### src/rtl/csu_pkg.sv
// Shared types for the chip-select unit.
// Assumes: access-type codes 0..4; other codes are never blocked.
package csu_pkg;

    localparam int WS_W    = 4;
    localparam int N_SPACE = 5;

    typedef enum logic [2:0] {
        SP_CPU      = 3'd0,
        SP_SUP_CODE = 3'd1,
        SP_SUP_DATA = 3'd2,
        SP_USR_CODE = 3'd3,
        SP_USR_DATA = 3'd4
    } space_e;

    typedef struct packed {
        logic [N_SPACE-1:0] space_block;
        logic               burst_wr;
        logic               burst_rd;
        logic [1:0]         port_size;
        logic               xm_honor;
        logic               auto_ack;
        logic [WS_W-1:0]    wait_cnt;
    } ctrl_t;

    localparam ctrl_t CTRL_BOOT = '{
        space_block: '0,
        burst_wr:    1'b0,
        burst_rd:    1'b0,
        port_size:   2'b00,
        xm_honor:    1'b1,
        auto_ack:    1'b1,
        wait_cnt:    '1
    };

endpackage

### src/rtl/csu_regfile.sv
// Register bank of the chip-select unit: base, mask, valid and control per
// channel, plus the one-way global-select flag of channel 0.
// Assumes: word address {channel, sel}; reads are combinational.
module csu_regfile
    import csu_pkg::*;
#(
    parameter int N_CH    = 8,
    parameter int DATA_W  = 32,
    parameter int CMP_LSB = 16
) (
    input  logic                              clk,
    input  logic                              rst_n,
    input  logic                              wr,
    input  logic [$clog2(N_CH)+1:0]           addr,
    input  logic [DATA_W-1:0]                 wdata,
    output logic [DATA_W-1:0]                 rdata,
    output logic [N_CH-1:0][DATA_W-CMP_LSB-1:0] base_o,
    output logic [N_CH-1:0][DATA_W-CMP_LSB-1:0] mask_o,
    output logic [N_CH-1:0]                   valid_o,
    output ctrl_t [N_CH-1:0]                  ctrl_o,
    output logic                              boot_o
);
    localparam int CH_W   = $clog2(N_CH);
    localparam int CMP_W  = DATA_W - CMP_LSB;
    localparam int CTRL_W = $bits(ctrl_t);

    logic [CH_W-1:0] sel_ch;
    logic [1:0]      sel_reg;

    assign sel_ch  = addr[CH_W+1:2];
    assign sel_reg = addr[1:0];

    for (genvar g = 0; g < N_CH; g++) begin : g_ch
        localparam ctrl_t CTRL_RST = (g == 0) ? CTRL_BOOT : '0;
        logic hit_me;
        assign hit_me = wr && (sel_ch == CH_W'(g));

        // Per-channel register update from the write port.
        always_ff @(posedge clk) begin
            if (!rst_n) begin
                base_o[g]  <= '0;
                mask_o[g]  <= '0;
                valid_o[g] <= 1'b0;
                ctrl_o[g]  <= CTRL_RST;
            end else if (hit_me) begin
                case (sel_reg)
                    2'd0: base_o[g] <= wdata[CMP_LSB +: CMP_W];
                    2'd1: begin
                        mask_o[g]  <= wdata[CMP_LSB +: CMP_W];
                        valid_o[g] <= wdata[0];
                    end
                    2'd2: ctrl_o[g] <= ctrl_t'(wdata[CTRL_W-1:0]);
                    default: ;
                endcase
            end
        end
    end

    // Global-select flag: cleared for good on the first valid write to channel 0.
    always_ff @(posedge clk) begin
        if (!rst_n)
            boot_o <= 1'b1;
        else if (wr && sel_ch == '0 && sel_reg == 2'd1 && wdata[0])
            boot_o <= 1'b0;
    end

    // Read multiplexer; unused bits return zero.
    always_comb begin
        rdata = '0;
        case (sel_reg)
            2'd0: rdata[CMP_LSB +: CMP_W] = base_o[sel_ch];
            2'd1: begin
                rdata[CMP_LSB +: CMP_W] = mask_o[sel_ch];
                rdata[0]                = valid_o[sel_ch];
            end
            2'd2: rdata[CTRL_W-1:0] = ctrl_o[sel_ch];
            default: ;
        endcase
    end

    AST_BOOT_ONE_WAY: assert property (@(posedge clk) disable iff (!rst_n)
        !boot_o |=> !boot_o);

endmodule

### src/rtl/csu_decode.sv
// Combinational region decode: address compare, valid gating, access-type
// blocking with the external-master exemption, and lowest-channel priority.
// Assumes: addr_hi holds the compared upper address bits only.
module csu_decode
    import csu_pkg::*;
#(
    parameter int N_CH  = 8,
    parameter int CMP_W = 16
) (
    input  logic [CMP_W-1:0]             addr_hi,
    input  logic [2:0]                   space,
    input  logic                         ext_master,
    input  logic [N_CH-1:0][CMP_W-1:0]   base,
    input  logic [N_CH-1:0][CMP_W-1:0]   mask,
    input  logic [N_CH-1:0]              valid,
    input  ctrl_t [N_CH-1:0]             ctrl,
    input  logic                         boot,
    output logic                         hit_any,
    output logic [N_CH-1:0]              hit_onehot,
    output logic [WS_W-1:0]              hit_ws,
    output logic                         hit_auto
);
    logic [N_CH-1:0] raw_hit;
    logic            space_legal;

    assign space_legal = (space < 3'(N_SPACE));

    for (genvar g = 0; g < N_CH; g++) begin : g_match
        logic addr_ok;
        logic live;
        logic blocked;

        // Address compare on unmasked bits; channel 0 also claims all in global mode.
        always_comb begin
            addr_ok = (((addr_hi ^ base[g]) & ~mask[g]) == '0);
            live    = valid[g];
            if (g == 0 && boot) begin
                addr_ok = 1'b1;
                live    = 1'b1;
            end
        end

        // Access-type block, with code/data blocks waived for exempt external masters.
        always_comb begin
            if (!space_legal)
                blocked = 1'b0;
            else if (space_e'(space) == SP_CPU)
                blocked = ctrl[g].space_block[0];
            else if (ext_master && !ctrl[g].xm_honor)
                blocked = 1'b0;
            else
                blocked = ctrl[g].space_block[space];
        end

        assign raw_hit[g] = addr_ok && live && !blocked;
    end

    // Priority pick: scanning downward leaves the lowest matching channel.
    always_comb begin
        hit_any    = 1'b0;
        hit_onehot = '0;
        hit_ws     = '0;
        hit_auto   = 1'b0;
        for (int i = N_CH - 1; i >= 0; i--) begin
            if (raw_hit[i]) begin
                hit_any    = 1'b1;
                hit_onehot = '0;
                hit_onehot[i] = 1'b1;
                hit_ws     = ctrl[i].wait_cnt;
                hit_auto   = ctrl[i].auto_ack;
            end
        end
    end

endmodule

### src/rtl/csu_wait_ack.sv
// Bus-cycle sequencer: latches the decode at the start strobe, holds the
// select, counts wait states and ends the cycle on internal or external ack.
// Assumes: start strobes seen while busy are dropped.
module csu_wait_ack
    import csu_pkg::*;
#(
    parameter int N_CH = 8
) (
    input  logic             clk,
    input  logic             rst_n,
    input  logic             start,
    input  logic             hit_any,
    input  logic [N_CH-1:0]  hit_onehot,
    input  logic [WS_W-1:0]  hit_ws,
    input  logic             hit_auto,
    input  logic             ext_ack,
    output logic             busy_o,
    output logic [N_CH-1:0]  cs_act_o,
    output logic             int_ack_o
);
    logic [WS_W-1:0] cnt_q;
    logic            auto_q;
    logic            done;

    assign int_ack_o = busy_o && auto_q && (cnt_q == '0) && !ext_ack;
    assign done      = busy_o && (ext_ack || int_ack_o);

    // Cycle state: launch, count down, and release.
    always_ff @(posedge clk) begin
        if (!rst_n) begin
            busy_o   <= 1'b0;
            cnt_q    <= '0;
            auto_q   <= 1'b0;
            cs_act_o <= '0;
        end else if (!busy_o && start) begin
            busy_o   <= 1'b1;
            cnt_q    <= hit_ws;
            auto_q   <= hit_any && hit_auto;
            cs_act_o <= hit_any ? hit_onehot : '0;
        end else if (done) begin
            busy_o   <= 1'b0;
            cs_act_o <= '0;
        end else if (busy_o && cnt_q != '0) begin
            cnt_q <= cnt_q - 1'b1;
        end
    end

    AST_WAIT_DOWN: assert property (@(posedge clk) disable iff (!rst_n)
        busy_o && !ext_ack && cnt_q != '0 |=> cnt_q == $past(cnt_q) - 1'b1);

    AST_ACK_ENDS: assert property (@(posedge clk) disable iff (!rst_n)
        int_ack_o |=> !busy_o);

    AST_EXT_ENDS: assert property (@(posedge clk) disable iff (!rst_n)
        busy_o && ext_ack |=> !busy_o);

    AST_ACK_NOT_WITH_EXT: assert property (@(posedge clk) disable iff (!rst_n)
        int_ack_o |-> !ext_ack);

endmodule

### src/rtl/csu_top.sv
// Chip-select and wait-state unit top: register bank, region decode and
// bus-cycle sequencer.
// Assumes: one bus cycle at a time; selects are registered.
module csu_top
    import csu_pkg::*;
#(
    parameter int N_CH    = 8,
    parameter int ADDR_W  = 32,
    parameter int CMP_LSB = 16
) (
    input  logic                      clk,
    input  logic                      rst_n,
    input  logic                      reg_wr,
    input  logic [$clog2(N_CH)+1:0]   reg_addr,
    input  logic [ADDR_W-1:0]         reg_wdata,
    output logic [ADDR_W-1:0]         reg_rdata,
    input  logic                      cyc_start,
    input  logic [ADDR_W-1:0]         cyc_addr,
    input  logic [2:0]                cyc_space,
    input  logic                      cyc_ext_master,
    input  logic                      ext_ack,
    output logic [N_CH-1:0]           cs_n,
    output logic                      int_ack,
    output logic                      cyc_busy
);
    localparam int CMP_W = ADDR_W - CMP_LSB;

    logic [N_CH-1:0][CMP_W-1:0] base;
    logic [N_CH-1:0][CMP_W-1:0] mask;
    logic [N_CH-1:0]            valid;
    ctrl_t [N_CH-1:0]           ctrl;
    logic                       boot;
    logic                       hit_any;
    logic [N_CH-1:0]            hit_onehot;
    logic [WS_W-1:0]            hit_ws;
    logic                       hit_auto;
    logic [N_CH-1:0]            cs_act;

    csu_regfile #(.N_CH(N_CH), .DATA_W(ADDR_W), .CMP_LSB(CMP_LSB)) u_regs (
        .clk(clk), .rst_n(rst_n), .wr(reg_wr), .addr(reg_addr),
        .wdata(reg_wdata), .rdata(reg_rdata),
        .base_o(base), .mask_o(mask), .valid_o(valid), .ctrl_o(ctrl),
        .boot_o(boot)
    );

    csu_decode #(.N_CH(N_CH), .CMP_W(CMP_W)) u_dec (
        .addr_hi(cyc_addr[CMP_LSB +: CMP_W]), .space(cyc_space),
        .ext_master(cyc_ext_master), .base(base), .mask(mask),
        .valid(valid), .ctrl(ctrl), .boot(boot),
        .hit_any(hit_any), .hit_onehot(hit_onehot),
        .hit_ws(hit_ws), .hit_auto(hit_auto)
    );

    csu_wait_ack #(.N_CH(N_CH)) u_seq (
        .clk(clk), .rst_n(rst_n), .start(cyc_start),
        .hit_any(hit_any), .hit_onehot(hit_onehot),
        .hit_ws(hit_ws), .hit_auto(hit_auto), .ext_ack(ext_ack),
        .busy_o(cyc_busy), .cs_act_o(cs_act), .int_ack_o(int_ack)
    );

    assign cs_n = ~cs_act;

    AST_ONE_CS: assert property (@(posedge clk) disable iff (!rst_n)
        $countones(~cs_n) <= 1);

    AST_CS_IDLE_HIGH: assert property (@(posedge clk) disable iff (!rst_n)
        !cyc_busy |-> &cs_n);

    AST_CS_STABLE: assert property (@(posedge clk) disable iff (!rst_n)
        cyc_busy && $past(cyc_busy) |-> $stable(cs_n));

    for (genvar g = 0; g < N_CH; g++) begin : g_chk
        if (g == 0) begin : g_c0
            AST_CS_NEEDS_VALID: assert property (@(posedge clk) disable iff (!rst_n)
                $fell(cs_n[g]) |-> $past(valid[g] || boot));
        end else begin : g_cn
            AST_CS_NEEDS_VALID: assert property (@(posedge clk) disable iff (!rst_n)
                $fell(cs_n[g]) |-> $past(valid[g]));
        end
    end

endmodule

### config.mk
export PLATFORM = sky130hd
export DESIGN_NAME = csu_top
export DESIGN_NICKNAME = d
export VERILOG_FILES = /design/src/rtl/csu_pkg.sv /design/src/rtl/csu_regfile.sv /design/src/rtl/csu_decode.sv /design/src/rtl/csu_wait_ack.sv /design/src/rtl/csu_top.sv
export SDC_FILE = /design/constraint.sdc
export NUM_CORES = 1
export LEC_CHECK = 0
export BUFFER_PORTS_ARGS = -buffer_cell sky130_fd_sc_hd__buf_2
export CORE_MARGIN = 2
export CORE_UTILIZATION = 50
export CTS_BUF_LIST = sky130_fd_sc_hd__clkbuf_2
export CTS_CLUSTER_SIZE = 8
export DETAILED_ROUTE_END_ITERATION = 12
export GPL_TIMING_DRIVEN = 1
export PLACE_DENSITY = 0.69
export SLEW_MARGIN = 20
export SYNTH_ARGS = -nofsm -noshare
export SYNTH_HDL_FRONTEND = slang
export SYNTH_SLANG_ARGS = --single-unit
### constraint.sdc
create_clock -name clk -period 7.62 [get_ports clk]
set_input_delay 0.762 -clock clk [delete_from_list [all_inputs] [get_ports clk]]
set_output_delay 0.762 -clock clk [all_outputs]
set_load 0.05 [all_outputs]
---- Yosys cells after proc, flatten, opt, wreduce, memory -nomap -nowiden ----
Cells that the tools add are included.
word-level totals
  flip-flop bits (word level) ............. 399
  latch bits .............................. 0
  memory bits (writable) .................. 0
  ROM bits ................................ 0
  input bits .............................. 78
  output and inout port bits .............. 42
  word-level logic and storage cells ...... 317
  memories kept ........................... 0
operators by class
  $add $sub $neg .......................... 1
  multipliers ............................. 0
  divide/modulo/power cells ............... 0
  magnitude comparators ................... 3
  equality and inequality tests ........... 10
  shifts and indexed selects .............. 0
  mux-type cells .......................... 93
  bitwise operators ....................... 25
  reductions and logical operators ........ 100
operator list
  operator                                                                count
  16-bit bitwise AND                                                      8
  16-bit logical NOT                                                      8
  16-bit inverter                                                         8
  16-bit bitwise XOR                                                      8
  16-bit binary-select mux with 3-bit select                              2
  8-bit two-way mux                                                       11
  1-bit two-way mux                                                       53
  2-bit AND reduction                                                     25
  15-bit binary-select mux with 3-bit select                              1
  4-bit two-way mux                                                       11
  1-bit logical AND                                                       41
  16-bit two-way mux                                                      2
  16-bit one-hot mux with 2 select lines                                  1
  1-bit binary-select mux with 3-bit select                               9
  1-bit logical NOT                                                       18
  15-bit two-way mux                                                      1
  14-bit two-way mux                                                      1
  3-bit equality test (second input constant)                             4
  3-bit by 4-bit < comparator with 1-bit output (second input constant)   2
  8-bit inverter                                                          1
  3-bit by 2-bit equality test with 1-bit output (second input constant)  2
  3-bit logical NOT                                                       2
  4-bit logical NOT                                                       1
  2-bit nonzero test                                                      2
  10 further kinds                                                        10

---- Logic depth before layout (Yosys ltp) ----
Gate-level depths: netlist of run 1.
  depth in word-level cells ............... 17
  gate-level depth with buffers ........... 10

---- Cells and area by module ----
From an unflattened synthesis of run 1, not the netlist that was laid out.
second synthesis, totals
  cell total of the unflattened synthesis .. 2537
  area, all modules ....................... 21598.2 um^2
modules (own cells, without submodules)
  module        times used  cells each  area an instance (um^2)  seq. area each (um^2)
  csu_regfile   1           2051        18067.3                  7707.4
  csu_decode    1           390         2793.9                   0.0
  csu_wait_ack  1           88          706.9                    280.3
  csu_top       1           8           30.0                     0.0

---- Least setup slack after synthesis of run 1 ----
No wires, ideal clock.
  kind .................................... input to output
  start point ............................. input reg_addr[2]
  end point ............................... output reg_rdata[0]
  arrival time ............................ 3.327 ns
  setup slack ............................. 3.531 ns
  stages .................................. 6
  buffers on the path ..................... 3
  cells stage by stage .................... clkbuf_1 buf_2 buf_1 mux4_2 a22oi_1 a211oi_1
on the way
  word-level cells in the longest chain between the ends .. 3
ends and longest elaborated chain
  item                                                                                                            line                                  text
  start: declaration                                                                                              csu_top.sv:14                         input logic [$clog2(N_CH)+1:0] reg_addr,
  15-bit binary-select mux with 3-bit select / 1-bit binary-select mux with 3-bit select (equally long branches)  csu_regfile.sv:76, csu_regfile.sv:74
  15-bit two-way mux (implied by the code) / 1-bit two-way mux (equally long branches)                            csu_regfile.sv:76, csu_regfile.sv:74
  1-bit one-hot mux with 2 select lines *                                                                         csu_regfile.sv:70                     case (sel_reg)
  end: declaration                                                                                                csu_top.sv:16                         output logic [ADDR_W-1:0] reg_rdata,
Mark *: on every way between the ends. The rest lies on a longest branch, timed or not. The select of a mux whose other input is x is not followed.

---- Worst setup path after layout of run 1 ----
  start point ............................. input reg_addr[2]
  end point ............................... output reg_rdata[31]
on the way
  word-level cells in the longest chain between the ends .. 3
ends and longest elaborated chain
  item                                                                  line
  16-bit binary-select mux with 3-bit select, on equally long branches  csu_regfile.sv:73, csu_regfile.sv:71
  16-bit two-way mux, on equally long branches                          csu_regfile.sv:73, csu_regfile.sv:71
  16-bit one-hot mux with 2 select lines *                              csu_regfile.sv:70
Marks and branches as above.

==> results of run 1 <==
[cells in the final DEF (no fill, tap or decap), types with 27 or more instances in the layout]
| master | n |
|---|---|
| a21boi_0 | 381 |
| buf_2 | 97 |
| clkbuf_2 | 152 |
| dfxtp_1 | 399 |
| inv_1 | 31 |
| mux4_2 | 96 |
| nand2_1 | 797 |
| nand3_1 | 31 |
| nor2_1 | 40 |
| nor2b_1 | 27 |
| o22ai_1 | 56 |
| xnor2_1 | 131 |
[per-stage QoR]
stage / cell area (um2) / hold slack, ns / utilization / setup WS [ns]
final: 22250 / 0.08406 / 0.5450 / 3.238
after global routing: 22250 / 0.03776 / 0.5450 / 3.151
after CTS: 22230 / 0.0008792 / 0.5445 / 3.296
after detailed placement: 21230 / 0.4422 / 0.5200 / 3.303
after global placement: 21230 / 0.4327 / 0.5200 / 3.302
after floorplan: 20670 / 0.4219 / - / 3.531
[where the power goes]
| group | internal [mW] | total, mW | switching [mW] | leakage (nW) |
|---|---|---|---|---|
| combinational | 0.143 | 0.415 | 0.273 | 3.27 |
| sequential | 2.10 | 2.12 | 0.0168 | 3.22 |
| clock | 0.599 | 1.50 | 0.906 | 0.718 |
| total | 2.84 | 4.04 | 1.20 | 7.20 |
[per-layer routing]
metal	wire length (um)	share of wire	up-vias
li1	-	-	8424
met1	27240	0.39	8853
met2	31770	0.45	1074
met3	7787	0.11	233
met4	3758	0.053	0
met5	0	0	-
[worst register-to-register path, cell delays in order (launching register included)]
cell	delay (ns)
dfxtp_1	0.35
xnor2_1	0.34
o22ai_1	0.14
nor4_1	1.04
nand3_2	0.36
or3b_1	0.45
a311o_1	0.36
o21a_1	0.12
a31oi_1	0.14
[cells by family after synthesis]
kind of cell / count (synthesis)
muxes: 124
DFF: 399
and+or+nand+nor: 960
xor gates and xnor gates: 131
buffers and inverters: 244
adders and majority gates: 4
other: 1
AOI/OAI and AO/OA: 571
[layout make-up]
type,count,area [um2]
Clock inverter,29,170.2
Timing Repair Buffer,124,729.5
Clock buffer,152,760.7
Multi-Input combinational cell,1791,11800
Antenna cell,8,20.02
Fill cell,3710,18580
Tap cell,532,665.6
Sequential cell,399,7988
Inverter,31,116.4
[final timing paths]
check / startpoint / end / slack [ns] / cells past startpoint
setup / recovery: reg_addr[2] / reg_rdata[31] / 3.24 / 6
hold / removal: reg_wdata[12] / u_regs.ctrl_o[27] / 0.08 / 3
setup reg to reg: u_regs.base_o[108] / u_seq.cnt_q[2] / 4.21 / 8
hold reg to reg: u_regs.boot_o / u_regs.boot_o / 0.47 / 2
[sequential cells by signal, summed over array words and instances (netlist names)]
| signal | cells |
|---|---|
| u_seq.busy_o | 1 |
| u_regs.valid_o | 8 |
| u_regs.ctrl_o | 120 |
| u_regs.base_o | 128 |
| u_seq.auto_q | 1 |
| u_seq.cs_act_o | 8 |
| u_regs.boot_o | 1 |
| u_regs.mask_o | 128 |
| u_seq.cnt_q | 4 |
==> reports/results.ini, run 1 <==
[yosys]
synth_warnings = 0
synth_cells = 2434
synth_compound_area_frac = 0.2034
async_flop_share = 0
synth_top_family_by_area = compound AO/OA/AOI/OAI gates
synth_cell_type_count = 61
synth_most_common_cell = nand2_1
yosys-top-cells-area = dfxtp_1 39%, nand2_1 14%, a21boi_0 14%
synth-edff-count = 0
synth_xor_area_frac = 0.05551
synthSimpleGateAreaFrac = 0.1858
synth_commonest_cells = 797 x nand2_1, 399 x dfxtp_1, 381 x a21boi_0, 155 x clkbuf_1, 131 x xnor2_1
synth_area_um2 = 20670
muxShareOfSynthArea = 0.1191
yosysSeqAreaShare = 0.3865
synth.top_cell.area_share = 0.3865
synth_nets = 2516
synth-main-ff-cell = dfxtp_1
syn_area_per_cell_um2 = 8.492
ys_ff_latch = 399
yosys.area.top_type = dfxtp_1
synth_adder_area_share = 0.002421

[clock_tree]
clock-sinks = 399
cts-root-buf = clkbuf_2
cts_tree = yes
cts.path.max_buffers = 3
cts_setup_buffers = 0
cts_resized = 0
clk_pin_slew_worst_paths_ns = 0.11
clkLatencyLatePin_ns = 1.05
postCtsHoldBufs = 7
htreeDepth = 3
numCtsBuffers = 104

[setup_path]
end_kind = output port
critPathMaxStageDelay_ns = 0.66
crit_chain = buf_6, buf_12, mux4_2, a22oi_1, a21oi_1, buf_2
arrival_ns = 3.62
cp_top_family = buffers and inverters
cp-start-kind = primary input
required_ns = 6.86
slowest_stage = buf_6
worstPathMaxFanout = 58
critPathKind = primary input to output port
crit_buf_inv = 3

[routing]
via_per_inst = 6.061
dr_total_vias = 18580
drt-initial-drc-count = 2162
drc = 0
drtPass1Iterations = 8
drt-wirelength-per-cell_um = 23.01
ant_nets = 0
routed_wl_um = 70560

[sta]
finClkSkew_ns = 0.09792
final.setup.tns_ns = 0
fmax_mhz = 228.2
slew_headroom = 0.1679
hold_viol = 0
period_share = 0.5751
rsz0062_at_grt = no
finalSetupViolCount = 0
min_period_ns = 4.382
drv_slew = 0
worst_slew_pin_slew_ns = 1.237

[placement]
gp_congestion = 0.9296
io_buffers = 101
dp_cells = 2870
hpwl_um = 44930

[power]
p_per_area_nw_per_um2 = 181.5
ir_worst_vdd_v = 0.00009746
leakage_nw = 7.202
power_mw = 4.040

[floorplan]
die_width_um = 207.3
start_util = 0.5062
ios = 120
dieArea_um2 = 42980
core_region_area_um2 = 40830
die_h_um = 207.3
row_count = 74

[global_routing]
track_usage = 0.3218
grt_pass1_vias = 18050
grt_start_max_net_pins = 207
grt_overflow = 0
antenna_found_initial = 9
grt_busiest_layer = met2
grtUsageMet1 = 0.4074
grt_pass1_wl_um = 106500
use_met2 = 0.5007
grtUsageMet3 = 0.07958

[layout]
fin_nets = 2533
area_growth_pct = 7.670
drive_above_1_share = 0.1663
instances_no_fill = 3066

[flow_run]
maxCapViolations = 0

[min_path]
min_path_type = primary input to register

[run_status]
status = completed

Note: power is estimated with default switching activity, not from simulation.
==> run 2, diff against run 1 <==
Clock period 7.62 ns to 4.45 ns, I/O delays scaled along.
==> run 2 against run 1 <==
  * Largest power group unchanged
  * Final area rose by 2.3%
  * Die area unchanged
  * Routed wire length increased by 1.6%
  * Global-route usage increased by 0.25 points
  * Highest routed layer is now met5
  * Sequential share of layout area decreased by 0.80 points
  * First-iteration DRC count grew 1.6%
  * Clock skew is 0.043 ns lower
  * Sequential power grew 71%
  * Hold slack gained 0.20 ns
  * Clock power increased by 77%
==> reports/results.ini, run 2 (same netlist as run 1, synthesis figures left out) <==
[sta]
worst_slew_pin_slew_ns = 1.066
rsz0062_at_grt = no
finalSetupViolCount = 0
period_share = 0.8097
min_period_ns = 3.603
slew_headroom = 0.2870
timing.hold.ws_ns = 0.2877
final.setup.tns_ns = 0
finClkSkew_ns = 0.05493
hold_viol = 0
drv_slew = 0
fmax_mhz = 277.5

[setup_path]
required_ns = 4.01
reg2regPathDepth = 8
cp-start-kind = register
cp-startpoint = u_regs.base_o[20]
critPathMaxStageDelay_ns = 0.85
crit_chain = mux4_2, a221oi_1, a21oi_1, buf_2
worstReg2RegEnd = u_seq.cnt_q[3]
worstPathMaxFanout = 3
reg2reg_slack_ns = 1.37
critPathCapture = reg_rdata[20]
arrival_ns = 3.16
r2r_start = u_regs.base_o[20]
critPathKind = register to output port
slowest_stage = a221oi_1
end_kind = output port

[layout]
area_growth_pct = 10.13
reg_top3 = u_regs.base_o: 128 flops, u_regs.mask_o: 128 flops, u_regs.ctrl_o: 120 flops
fin_nets = 2595
drive_above_1_share = 0.1730
fillCellCount = 3686
final_area_um2 = 22760
final_common_cell = nand2_1
final_cell_mix = 797 x nand2_1, 399 x dfxtp_1, 381 x a21boi_0

[clock_tree]
cts_setup_buffers = 0
cts-root-buf = clkbuf_2
cts.path.max_buffers = 3
clkLatencyLatePin_ns = 1.04
cts_resized = 0
clk_pin_slew_worst_paths_ns = 0.09
clock-sinks = 399
numCtsBuffers = 103
cts_tree = yes
htreeDepth = 3

[floorplan]
die_width_um = 207.3
start_util = 0.5062
dieArea_um2 = 42980
row_count = 74
ios = 120
die_h_um = 207.3
core_region_area_um2 = 40830

[routing]
drtPass1Iterations = 5
drt-initial-drc-count = 2196
dr_total_vias = 18960
drc = 0
via_per_inst = 6.071
ant_nets = 0
drt-wirelength-per-cell_um = 22.95
routed_wl_um = 71670

[global_routing]
grt_pass1_wl_um = 107600
grt_overflow = 0
grt_pass1_vias = 18270
track_usage = 0.3243
grt_start_max_net_pins = 184
antenna_found_initial = 8

[power]
leakage_nw = 7.510
ir_worst_vdd_v = 0.0001990
p_per_area_nw_per_um2 = 308.5

[placement]
placed_area_um2 = 21450
io_buffers = 101
hpwl_um = 46410
gp_congestion = 0.9379

[flow_run]
maxCapViolations = 0

[run_status]
status = completed

[min_path]
min_path_type = primary input to register

## run 2: stage by stage
step                utilization  setup slack (ns)  power [mW]  cells
floorplan                     -            0.9946       4.195   2434
global placement         0.5253            0.9106       4.396   2905
detailed placement       0.5253            0.8993       4.405   2905
CTS                      0.5570            0.8701       7.028   3116
global route             0.5575            0.7530       7.292   3123
finish                   0.5575            0.8469       7.022   3123
## run 2: worst min-delay path by stage
stage	start	end	slack (ns)	cells after the start
floorplan	u_regs.boot_o	u_regs.boot_o	0.42	2
global placement	u_regs.boot_o	u_regs.boot_o	0.44	2
detailed placement	u_regs.boot_o	u_regs.boot_o	0.44	2
CTS	reg_wdata[7]	u_regs.ctrl_o[37]	0.20	4
global route	reg_wdata[9]	u_regs.ctrl_o[54]	0.23	4
finish	reg_wdata[7]	u_regs.ctrl_o[97]	0.29	4
## run 2: power by group
part | total [mW] | internal, mW | switching (mW)
Sequential | 3.63 | 3.60 | 0.0294
Clock | 2.65 | 1.12 | 1.53
Combinational | 0.739 | 0.265 | 0.474
## run 2: layer usage
metal | vias to the layer above | GRT usage | routed length [um]
met3 | 247 | 0.07595 | 7696
met1 | 9079 | 0.4115 | 27440
met5 | - | 0 | 8
met2 | 1107 | 0.5005 | 32330
li1 | 8526 | - | -
met4 | 2 | 0.2015 | 4196
## run 2: what timing repair did
item | 4_1_cts | 5_1_grt
hold buffers | 35 | 0
hold endpoints to repair | 395 | 0
setup endpoints to repair | 0 | 0
## run 2: worst max-delay path: cells and delay by family (launching register included)
kind                   cells  cell delay (ns)
AO/OA/AOI/OAI              2             1.03
buffers and inverters      1             0.28
flip-flops                 1             0.36
multiplexers               1             0.46
## run 2: cell type report
type / instances / area [um2] / share of cell area
multi-input cells: 1791 / 11760 / 0.5165
flip-flops and latches: 399 / 7988 / 0.3509
repair buffers: 187 / 1272 / 0.05590
clock buffers: 163 / 815.8 / 0.03584
well taps: 532 / 665.6 / 0.02924
clock inverters: 13 / 130.1 / 0.005717
inverters: 31 / 116.4 / 0.005112
diodes: 7 / 17.52 / 0.0007696
